$ cat config.mk
export PLATFORM = sky130hd
export DESIGN_NAME = br_resolve
export DESIGN_NICKNAME = d
export VERILOG_FILES = /design/src/rtl/br_pkg.sv /design/src/rtl/br_target.sv /design/src/rtl/br_cond.sv /design/src/rtl/br_slot_policy.sv /design/src/rtl/br_resolve.sv
export SDC_FILE = /design/constraint.sdc
export NUM_CORES = 1
export LEC_CHECK = 0
export CAP_MARGIN = 40
export CORE_MARGIN = 3
export CORE_UTILIZATION = 45
export DETAILED_ROUTE_END_ITERATION = 8
export PLACE_DENSITY = 0.83
export SETUP_SLACK_MARGIN = 0.2
export SYNTH_ARGS = -nofsm -noshare
export SYNTH_HDL_FRONTEND = slang
export SYNTH_SLANG_ARGS = --single-unit
$ cat constraint.sdc
create_clock -name clk -period 8.11 [get_ports clk]
set_clock_uncertainty 0.15 [all_clocks]
set_input_delay 1.622 -clock clk [delete_from_list [all_inputs] [get_ports clk]]
set_output_delay 1.622 -clock clk [all_outputs]
set_load 0.02 [all_outputs]
$ cat src/rtl/br_pkg.sv
package br_pkg;
  typedef enum logic [2:0] {
    OP_NONE = 3'd0,
    OP_BEQ  = 3'd1,
    OP_BNE  = 3'd2,
    OP_BLTZ = 3'd3,
    OP_BGEZ = 3'd4,
    OP_JMP  = 3'd5,
    OP_JR   = 3'd6
  } br_op_e;

  localparam int SLOT_FLUSH  = 0;
  localparam int SLOT_DELAY  = 1;
  localparam int SLOT_LIKELY = 2;
endpackage

$ cat src/rtl/br_target.sv
module br_target #(
  parameter int XLEN  = 32,
  parameter int OFF_W = 16,
  parameter int IDX_W = 26
) (
  input  br_pkg::br_op_e   op,
  input  logic [XLEN-1:0]  pc,
  input  logic [OFF_W-1:0] off,
  input  logic [IDX_W-1:0] idx,
  input  logic [XLEN-1:0]  rs,
  output logic [XLEN-1:0]  target
);
  import br_pkg::*;
  localparam int EXT_W = XLEN - OFF_W - 2;
  localparam int HI_W  = XLEN - IDX_W - 2;

  logic [XLEN-1:0] seq_pc;
  logic [XLEN-1:0] rel_off;
  logic [XLEN-1:0] rel_tgt;
  logic [XLEN-1:0] abs_tgt;

  // dedicated adder: no register operand feeds it
  assign seq_pc  = pc + XLEN'(4);
  assign rel_off = {{EXT_W{off[OFF_W-1]}}, off, 2'b00};
  assign rel_tgt = seq_pc + rel_off;
  assign abs_tgt = {seq_pc[XLEN-1 -: HI_W], idx, 2'b00};

  always_comb begin
    unique case (op)
      OP_JMP:  target = abs_tgt;
      OP_JR:   target = rs;
      default: target = rel_tgt;
    endcase
  end
endmodule

$ cat src/rtl/br_cond.sv
module br_cond #(
  parameter int XLEN = 32
) (
  input  br_pkg::br_op_e  op,
  input  logic [XLEN-1:0] rs,
  input  logic [XLEN-1:0] rt,
  output logic            taken
);
  import br_pkg::*;
  logic same;
  logic neg;

  assign same = (rs == rt);
  assign neg  = rs[XLEN-1];

  always_comb begin
    unique case (op)
      OP_BEQ:  taken = same;
      OP_BNE:  taken = !same;
      OP_BLTZ: taken = neg;
      OP_BGEZ: taken = !neg;
      OP_JMP:  taken = 1'b1;
      OP_JR:   taken = 1'b1;
      default: taken = 1'b0;
    endcase
  end

  always_comb begin
    if (op == OP_BEQ || op == OP_BNE)
      assert_eq_full_width_R3: assert (taken == ((op == OP_BEQ) == same));
  end
endmodule

$ cat src/rtl/br_slot_policy.sv
module br_slot_policy #(
  parameter int SLOT_MODE = 0
) (
  input  logic fire,
  input  logic taken,
  output logic redirect_d,
  output logic kill_d,
  output logic ds_d
);
  import br_pkg::*;
  generate
    if (SLOT_MODE == SLOT_DELAY) begin : g_delay
      always_comb begin
        redirect_d = fire && taken;
        kill_d     = 1'b0;
        ds_d       = fire;
      end
    end else if (SLOT_MODE == SLOT_LIKELY) begin : g_likely
      always_comb begin
        redirect_d = fire && taken;
        kill_d     = fire && !taken;
        ds_d       = 1'b0;
      end
    end else begin : g_flush
      always_comb begin
        redirect_d = fire && taken;
        kill_d     = fire && taken;
        ds_d       = 1'b0;
      end
    end
  endgenerate
endmodule

$ cat src/rtl/br_resolve.sv
module br_resolve #(
  parameter int SLOT_MODE = 0,
  parameter int XLEN      = 32,
  parameter int OFF_W     = 16,
  parameter int IDX_W     = 26
) (
  input  logic             clk,
  input  logic             rst_n,
  input  logic             dec_valid,
  input  logic             stall,
  input  logic [2:0]       dec_op,
  input  logic [XLEN-1:0]  dec_pc,
  input  logic [OFF_W-1:0] dec_off,
  input  logic [IDX_W-1:0] dec_idx,
  input  logic [XLEN-1:0]  rs_val,
  input  logic [XLEN-1:0]  rt_val,
  output logic             redirect,
  output logic [XLEN-1:0]  redir_pc,
  output logic             kill_fetch,
  output logic             slot_in_ds,
  output logic [XLEN-1:0]  slot_restart_pc
);
  import br_pkg::*;

  br_op_e          op;
  logic            fire;
  logic            taken;
  logic [XLEN-1:0] target;
  logic            redirect_d;
  logic            kill_d;
  logic            ds_d;

  assign op   = br_op_e'(dec_op);
  assign fire = dec_valid && !stall && (op != OP_NONE);

  br_target #(.XLEN(XLEN), .OFF_W(OFF_W), .IDX_W(IDX_W)) u_target (
    .op(op), .pc(dec_pc), .off(dec_off), .idx(dec_idx), .rs(rs_val), .target(target)
  );

  br_cond #(.XLEN(XLEN)) u_cond (
    .op(op), .rs(rs_val), .rt(rt_val), .taken(taken)
  );

  br_slot_policy #(.SLOT_MODE(SLOT_MODE)) u_policy (
    .fire(fire), .taken(taken), .redirect_d(redirect_d), .kill_d(kill_d), .ds_d(ds_d)
  );

  always_ff @(posedge clk) begin
    if (!rst_n) begin
      redirect        <= 1'b0;
      kill_fetch      <= 1'b0;
      slot_in_ds      <= 1'b0;
      redir_pc        <= '0;
      slot_restart_pc <= '0;
    end else begin
      redirect   <= redirect_d;
      kill_fetch <= kill_d;
      slot_in_ds <= ds_d;
      if (redirect_d) redir_pc <= target;
      if (fire)
        slot_restart_pc <= (SLOT_MODE == SLOT_DELAY) ? dec_pc : dec_pc + XLEN'(4);
    end
  end

  assert_stall_blocks_R8: assert property (@(posedge clk) disable iff (!rst_n)
    stall |=> (!redirect && !kill_fetch));

  assert_idle_quiet_R9: assert property (@(posedge clk) disable iff (!rst_n)
    (!dec_valid || dec_op == 3'd0) |=> (!redirect && !kill_fetch && !slot_in_ds));

  generate
    if (SLOT_MODE == SLOT_DELAY) begin : g_chk_delay
      assert_delay_no_kill_R6: assert property (@(posedge clk) disable iff (!rst_n)
        !kill_fetch);
      assert_delay_restart_R6: assert property (@(posedge clk) disable iff (!rst_n)
        slot_in_ds |-> slot_restart_pc == $past(dec_pc));
    end else if (SLOT_MODE == SLOT_LIKELY) begin : g_chk_likely
      assert_likely_exclusive_R7: assert property (@(posedge clk) disable iff (!rst_n)
        !(redirect && kill_fetch));
    end else begin : g_chk_flush
      assert_flush_pair_R5: assert property (@(posedge clk) disable iff (!rst_n)
        redirect == kill_fetch);
    end
  endgenerate

  if (SLOT_MODE != SLOT_DELAY) begin : g_chk_nods
    assert_no_ds_flag_R10: assert property (@(posedge clk) disable iff (!rst_n)
      !slot_in_ds);
  end
endmodule

## Yosys cells after proc, flatten, opt, wreduce, memory -nomap -nowiden

Cells that the tools add are included.

- Register bits: 65
- Bits of input ports: 145

- Add/sub/neg operators: 2
- Eq/ne operators: 7
- Multiplexer cells: 2
- Reduce and logical (&&, ||, !) cells: 8

Operators with widths:

| cell | number |
|---|---|
| $pmux W32 S2 | 1 |
| $add A32 B3 Y32 const B | 1 |
| $add A32 B32 Y32 | 1 |
| $eq A32 B32 Y1 | 1 |
| $eq A3 B3 Y1 const B | 3 |
| $eq A3 B2 Y1 const B | 2 |
| $pmux W1 S5 | 1 |
| $eq A3 B1 Y1 const B | 1 |
| $logic_and A1 B1 Y1 | 3 |
| $logic_not A1 Y1 | 3 |
| $reduce_bool A3 Y1 | 1 |
| $reduce_or A2 Y1 | 1 |

## Depth between registers and ports, before layout

- Depth after elaboration: 4
- Gate-level depth with buffers: 16

## Modules after synthesis

Synthesis repeated with hierarchy kept, for this count alone.

- Cells, all modules: 759
- Area, all modules: 5915.7 um^2

By module, submodules not included:

| module | times used | cells each | area an instance (um^2) | sequential area each (um^2) |
|---|---|---|---|---|
| br_resolve | 1 | 338 | 2989.1 | 1341.3 |
| br_target | 1 | 368 | 2503.7 | 0.0 |
| br_cond | 1 | 49 | 397.9 | 0.0 |
| br_slot_policy | 1 | 4 | 25.0 | 0.0 |

## Worst setup path before layout

OpenSTA, ideal clock, no wires.

- Path kind: input-to-reg
- Start point: in dec_pc[2]
- End point: reg redir_pc[31]
- Arrival: 4639 ps
- Data required time: 7890 ps
- Path slack: 3251 ps
- Stages on the path: 15
- Path through: nand3_2 -> or3_4 -> or2_1 -> clkbuf_1 -> nor2_1 -> xor2_1 -> ha_1 -> and3_1 -> nand2_1 -> or2_2 -> a21oi_1 -> a21oi_1 -> o21ai_0 -> mux2_2 -> a21oi_1

- Longest elaborated chain between the ends: 3

RTL lines:

| item | line | source |
|---|---|---|
| start: declaration | br_resolve.sv:12 | `input logic [XLEN-1:0] dec_pc,` |
| $add A32 B3 Y32 | br_target.sv:23 | `assign seq_pc = pc + XLEN'(4);` |
| net u_target.seq_pc[19] | br_target.sv:17 | `logic [XLEN-1:0] seq_pc;` |
| $add A32 B32 Y32 | br_target.sv:25 | `assign rel_tgt = seq_pc + rel_off;` |
| $pmux W32 S2 | br_target.sv:29 | `unique case (op)` |
| end signal: assignment | br_resolve.sv:59 | `if (redirect_d) redir_pc <= target;` |
| end: declaration | br_resolve.sv:18 | `output logic [XLEN-1:0] redir_pc,` |

The timed path passes the listed nets, and every way through them passes these cells.
A chain may end at the register's enable or synchronous reset.

## Worst setup path after layout

- Start point: in dec_pc[5]
- End point: reg redir_pc[20]

Same word-level chain as after synthesis.

==> results.py <==
metrics = {
    "status": {
        "status": "complete, no violations",
    },
    "pwr": {
        "p_int_mw": 0.7639,
        "switching_share": 0.3301,
        "p_seq_frac": 0.307,
        "power_frac_clock": 0.328,
        "switching_power_mw": 0.3764,
        "cellLeakagePower_nw": 2.980,
        "power.total_mw": 1.140,
        "powerDensity_nw_per_um2": 147.3,
        "pwr-share-comb": 0.366,
        "max-vdd-ir-drop_v": 0.0001109,
    },
    "yosys": {
        "synth_cell_types": 68,
        "synthCells": 634,
        "ys.flop_type": "dfxtp_1",
        "async_flop_share": 0,
        "synth_area_per_cell_um2": 8.237,
        "syn_nets": 814,
        "ys_ff_latch": 65,
        "yosys_warnings": 0,
        "ys_seq_area_frac": 0.2492,
        "synth_area_um2": 5223,
        "synth_edf_count": 0,
    },
    "run": {
        "maxCapViolations": 0,
    },
    "route": {
        "drt_pass1_iterations": 6,
        "num_vias": 5768,
        "avgRoutedWirePerCell_um": 20.10,
        "wirelength_um": 19640,
        "drc": 0,
        "drt_iter0_markers": 573,
        "routed_via_density": 5.904,
        "ant_nets": 0,
    },
    "worst_setup_path": {
        "worstPathArrival_ps": 5580,
        "startpoint_type": "input pin",
        "required_ps": 8170,
        "critical_path_class": "input pin to register",
        "rrSetupSlack_ps": 7070,
        "regToRegEndpoint": "redir_pc[28]$_SDFFE_PN0P_",
        "cp-end-kind": "register",
        "crit_fanout": 6,
        "r2r_cells": 3,
        "crit-reg2reg-launch": "redir_pc[28]$_SDFFE_PN0P_",
    },
    "min_path": {
        "holdPathEnd": "slot_restart_pc[29]$_SDFFE_PN0P_",
        "hold_start": "slot_restart_pc[29]$_SDFFE_PN0P_",
        "hold_class": "register to register",
        "holdPathStages": 2,
    },
    "cells_and_area": {
        "layout_commonest_cell": "clkdlybuf4s50_1",
        "final_cell_mix": "210 x clkdlybuf4s50_1, 71 x nor2_1, 65 x dfxtp_1",
        "nFillCells": 905,
        "ff_latch_area_um2": 1301,
        "layout-drive-gt1-share": 0.05257,
        "layout.nets": 1012,
        "area_growth_pct": 48.23,
        "antenna_cells": 0,
        "multi_input_area_um2": 3779,
    },
    "clock_network": {
        "cts.sinks": 65,
        "h-tree-depth": 3,
        "cts_max_path_buffers": 2,
        "root_buffer": "clkbuf_16",
        "worstSkewPairLatency_ps": 340,
        "tritoncts": "built",
        "cts_buffers": 9,
        "clk_pin_slew_worst_paths_ps": 60,
        "post_cts_resize_count": 0,
        "post_cts_buffers": 0,
        "hold_buffers": 0,
    },
    "global_routing": {
        "gr-total-overflow": 0,
        "grt_antenna_before_repair": 0,
        "grt_pass1_wl_um": 30840,
        "grt_pass1_vias": 5718,
        "grt_max_degree": 47,
        "grt_usage": 0.3006,
    },
    "floorplanning": {
        "fp.dieW_um": 113.7,
        "start_util": 0.4714,
        "coreArea_um2": 11080,
        "ios": 212,
        "die_h_um": 113.7,
        "die_area_um2": 12930,
        "rows": 38,
    },
    "sta": {
        "hold_slack_ps": 340.3,
        "finalHoldViolCount": 0,
        "worst_slack_ps": 2586,
        "rsz0062_at_grt": "false",
        "slew_headroom": 0.4306,
        "period_minus_slack_ps": 5524,
        "maxSlewViolCount": 0,
        "finalCritPeriodShare": 0.6812,
        "worst-slew-pin-transition_ps": 851.4,
        "fmax_ghz": 0.1810,
        "finalSetupTns_ps": 0,
        "setup_viol": 0,
    },
    "placed_design": {
        "preCtsSetupSlack_ps": 2340,
        "dp.final_hpwl_um": 15340,
        "gp_congestion": 0.9052,
        "port_buffers": 210,
    },
}
[kinds of logic (layout without fill, tap and decap cells)]
kind of cell	Yosys count	in the layout	synth area share
DFF	65	65	0.2492
adders and majority gates	35	35	0.08529
muxes	38	38	0.07307
other	1	1	0.0007180
and+or+nand+nor	196	196	0.1933
buffers and inverters	39	242	0.03018
xor gates and xnor gates	80	80	0.1368
AOI/OAI and AO/OA	180	180	0.2314
[flip-flops by register name, indices dropped and copies added (netlist names)]
register / flops
slot_restart_pc: 32
redir_pc: 32
kill_fetch: 1
[per-layer routing]
metal | track usage | routed length, µm | vias to the layer above | part of all wire
li1 | - | - | 2743 | -
met1 | 0.4077 | 8563 | 2711 | 0.44
met2 | 0.4845 | 8944 | 287 | 0.46
met3 | 0.05093 | 1667 | 27 | 0.085
met4 | 0.1026 | 465 | 0 | 0.024
met5 | 0 | 0 | - | 0
[layout make-up]
cell class / instances / area share
Clock buffer: 11 / 0.03265
Clock inverter: 5 / 0.003879
Inverter: 9 / 0.004364
Multi-Input combinational cell: 530 / 0.4881
Sequential cell: 65 / 0.1681
Tap cell: 140 / 0.02263
Timing Repair Buffer: 217 / 0.2803
[worst max-delay path by stage]
stage / from / end / slack (ps) / cells after the start
2_1_floorplan: dec_pc[2] / redir_pc[31]$_SDFFE_PN0P_ / 3250 / 15
3_3_place_gp: dec_pc[2] / redir_pc[31]$_SDFFE_PN0P_ / 2460 / 17
3_5_place_dp: dec_pc[2] / redir_pc[31]$_SDFFE_PN0P_ / 2340 / 17
4_1_cts: dec_pc[2] / redir_pc[31]$_SDFFE_PN0P_ / 2660 / 17
5_1_grt: dec_pc[2] / redir_pc[31]$_SDFFE_PN0P_ / 2250 / 17
6_report: dec_pc[5] / redir_pc[20]$_SDFFE_PN0P_ / 2590 / 13
[power by group through the flow]
stage	clock [mW]	combinational, mW	sequential, mW
CTS	0.375	0.413	0.350
detailed placement	0	0.409	0.356
global route	0.386	0.448	0.352
finish	0.373	0.417	0.350
global placement	0	0.403	0.356
floorplan	0	0.201	0.378
[synthesized netlist by cell type (all sizes together) (4+ instances only)]
cell type / number / area (µm²)
a211oi: 16 / 130.1
a21o: 16 / 120.1
a21oi: 41 / 205.2
a222oi: 9 / 90.09
a22o: 6 / 52.55
a22oi: 14 / 105.1
a31oi: 11 / 68.82
and2: 4 / 25.03
and3: 11 / 68.82
buf: 8 / 41.28
clkbuf: 22 / 82.58
dfxtp: 65 / 1301
ha: 34 / 425.4
inv: 8 / 30.03
mux2i: 37 / 370.4
nand2: 38 / 142.6
nand2b: 6 / 37.54
nand3: 16 / 85.08
nand4: 18 / 140.1
nor2: 71 / 266.5
nor3: 7 / 45.04
nor4: 6 / 58.80
o211ai: 6 / 45.04
o21ai: 35 / 175.2
o22ai: 4 / 25.02
or2: 4 / 25.03
or3: 4 / 30.03
xnor2: 57 / 499.2
xor2: 22 / 192.7
[through the flow]
stage	instances	area, µm²	util
6_report	977	7741	0.6988
3_3_place_gp	959	7428	0.6705
5_1_grt	977	7741	0.6988
4_1_cts	977	7741	0.6988
3_5_place_dp	961	7458	0.6733
2_1_floorplan	634	5223	-
[worst max-delay path, stage by stage]
cell	delay (ps)
clkdlybuf4s50_1	590
nand4_2	170
nor2_1	280
and3_1	220
xor2_1	290
ha_1	360
a22o_1	270
nor4_1	550
a21oi_1	240
a211oi_1	330
xnor2_1	190
a222oi_1	350
a21oi_1	110
(Power assumes the default switching activity.)
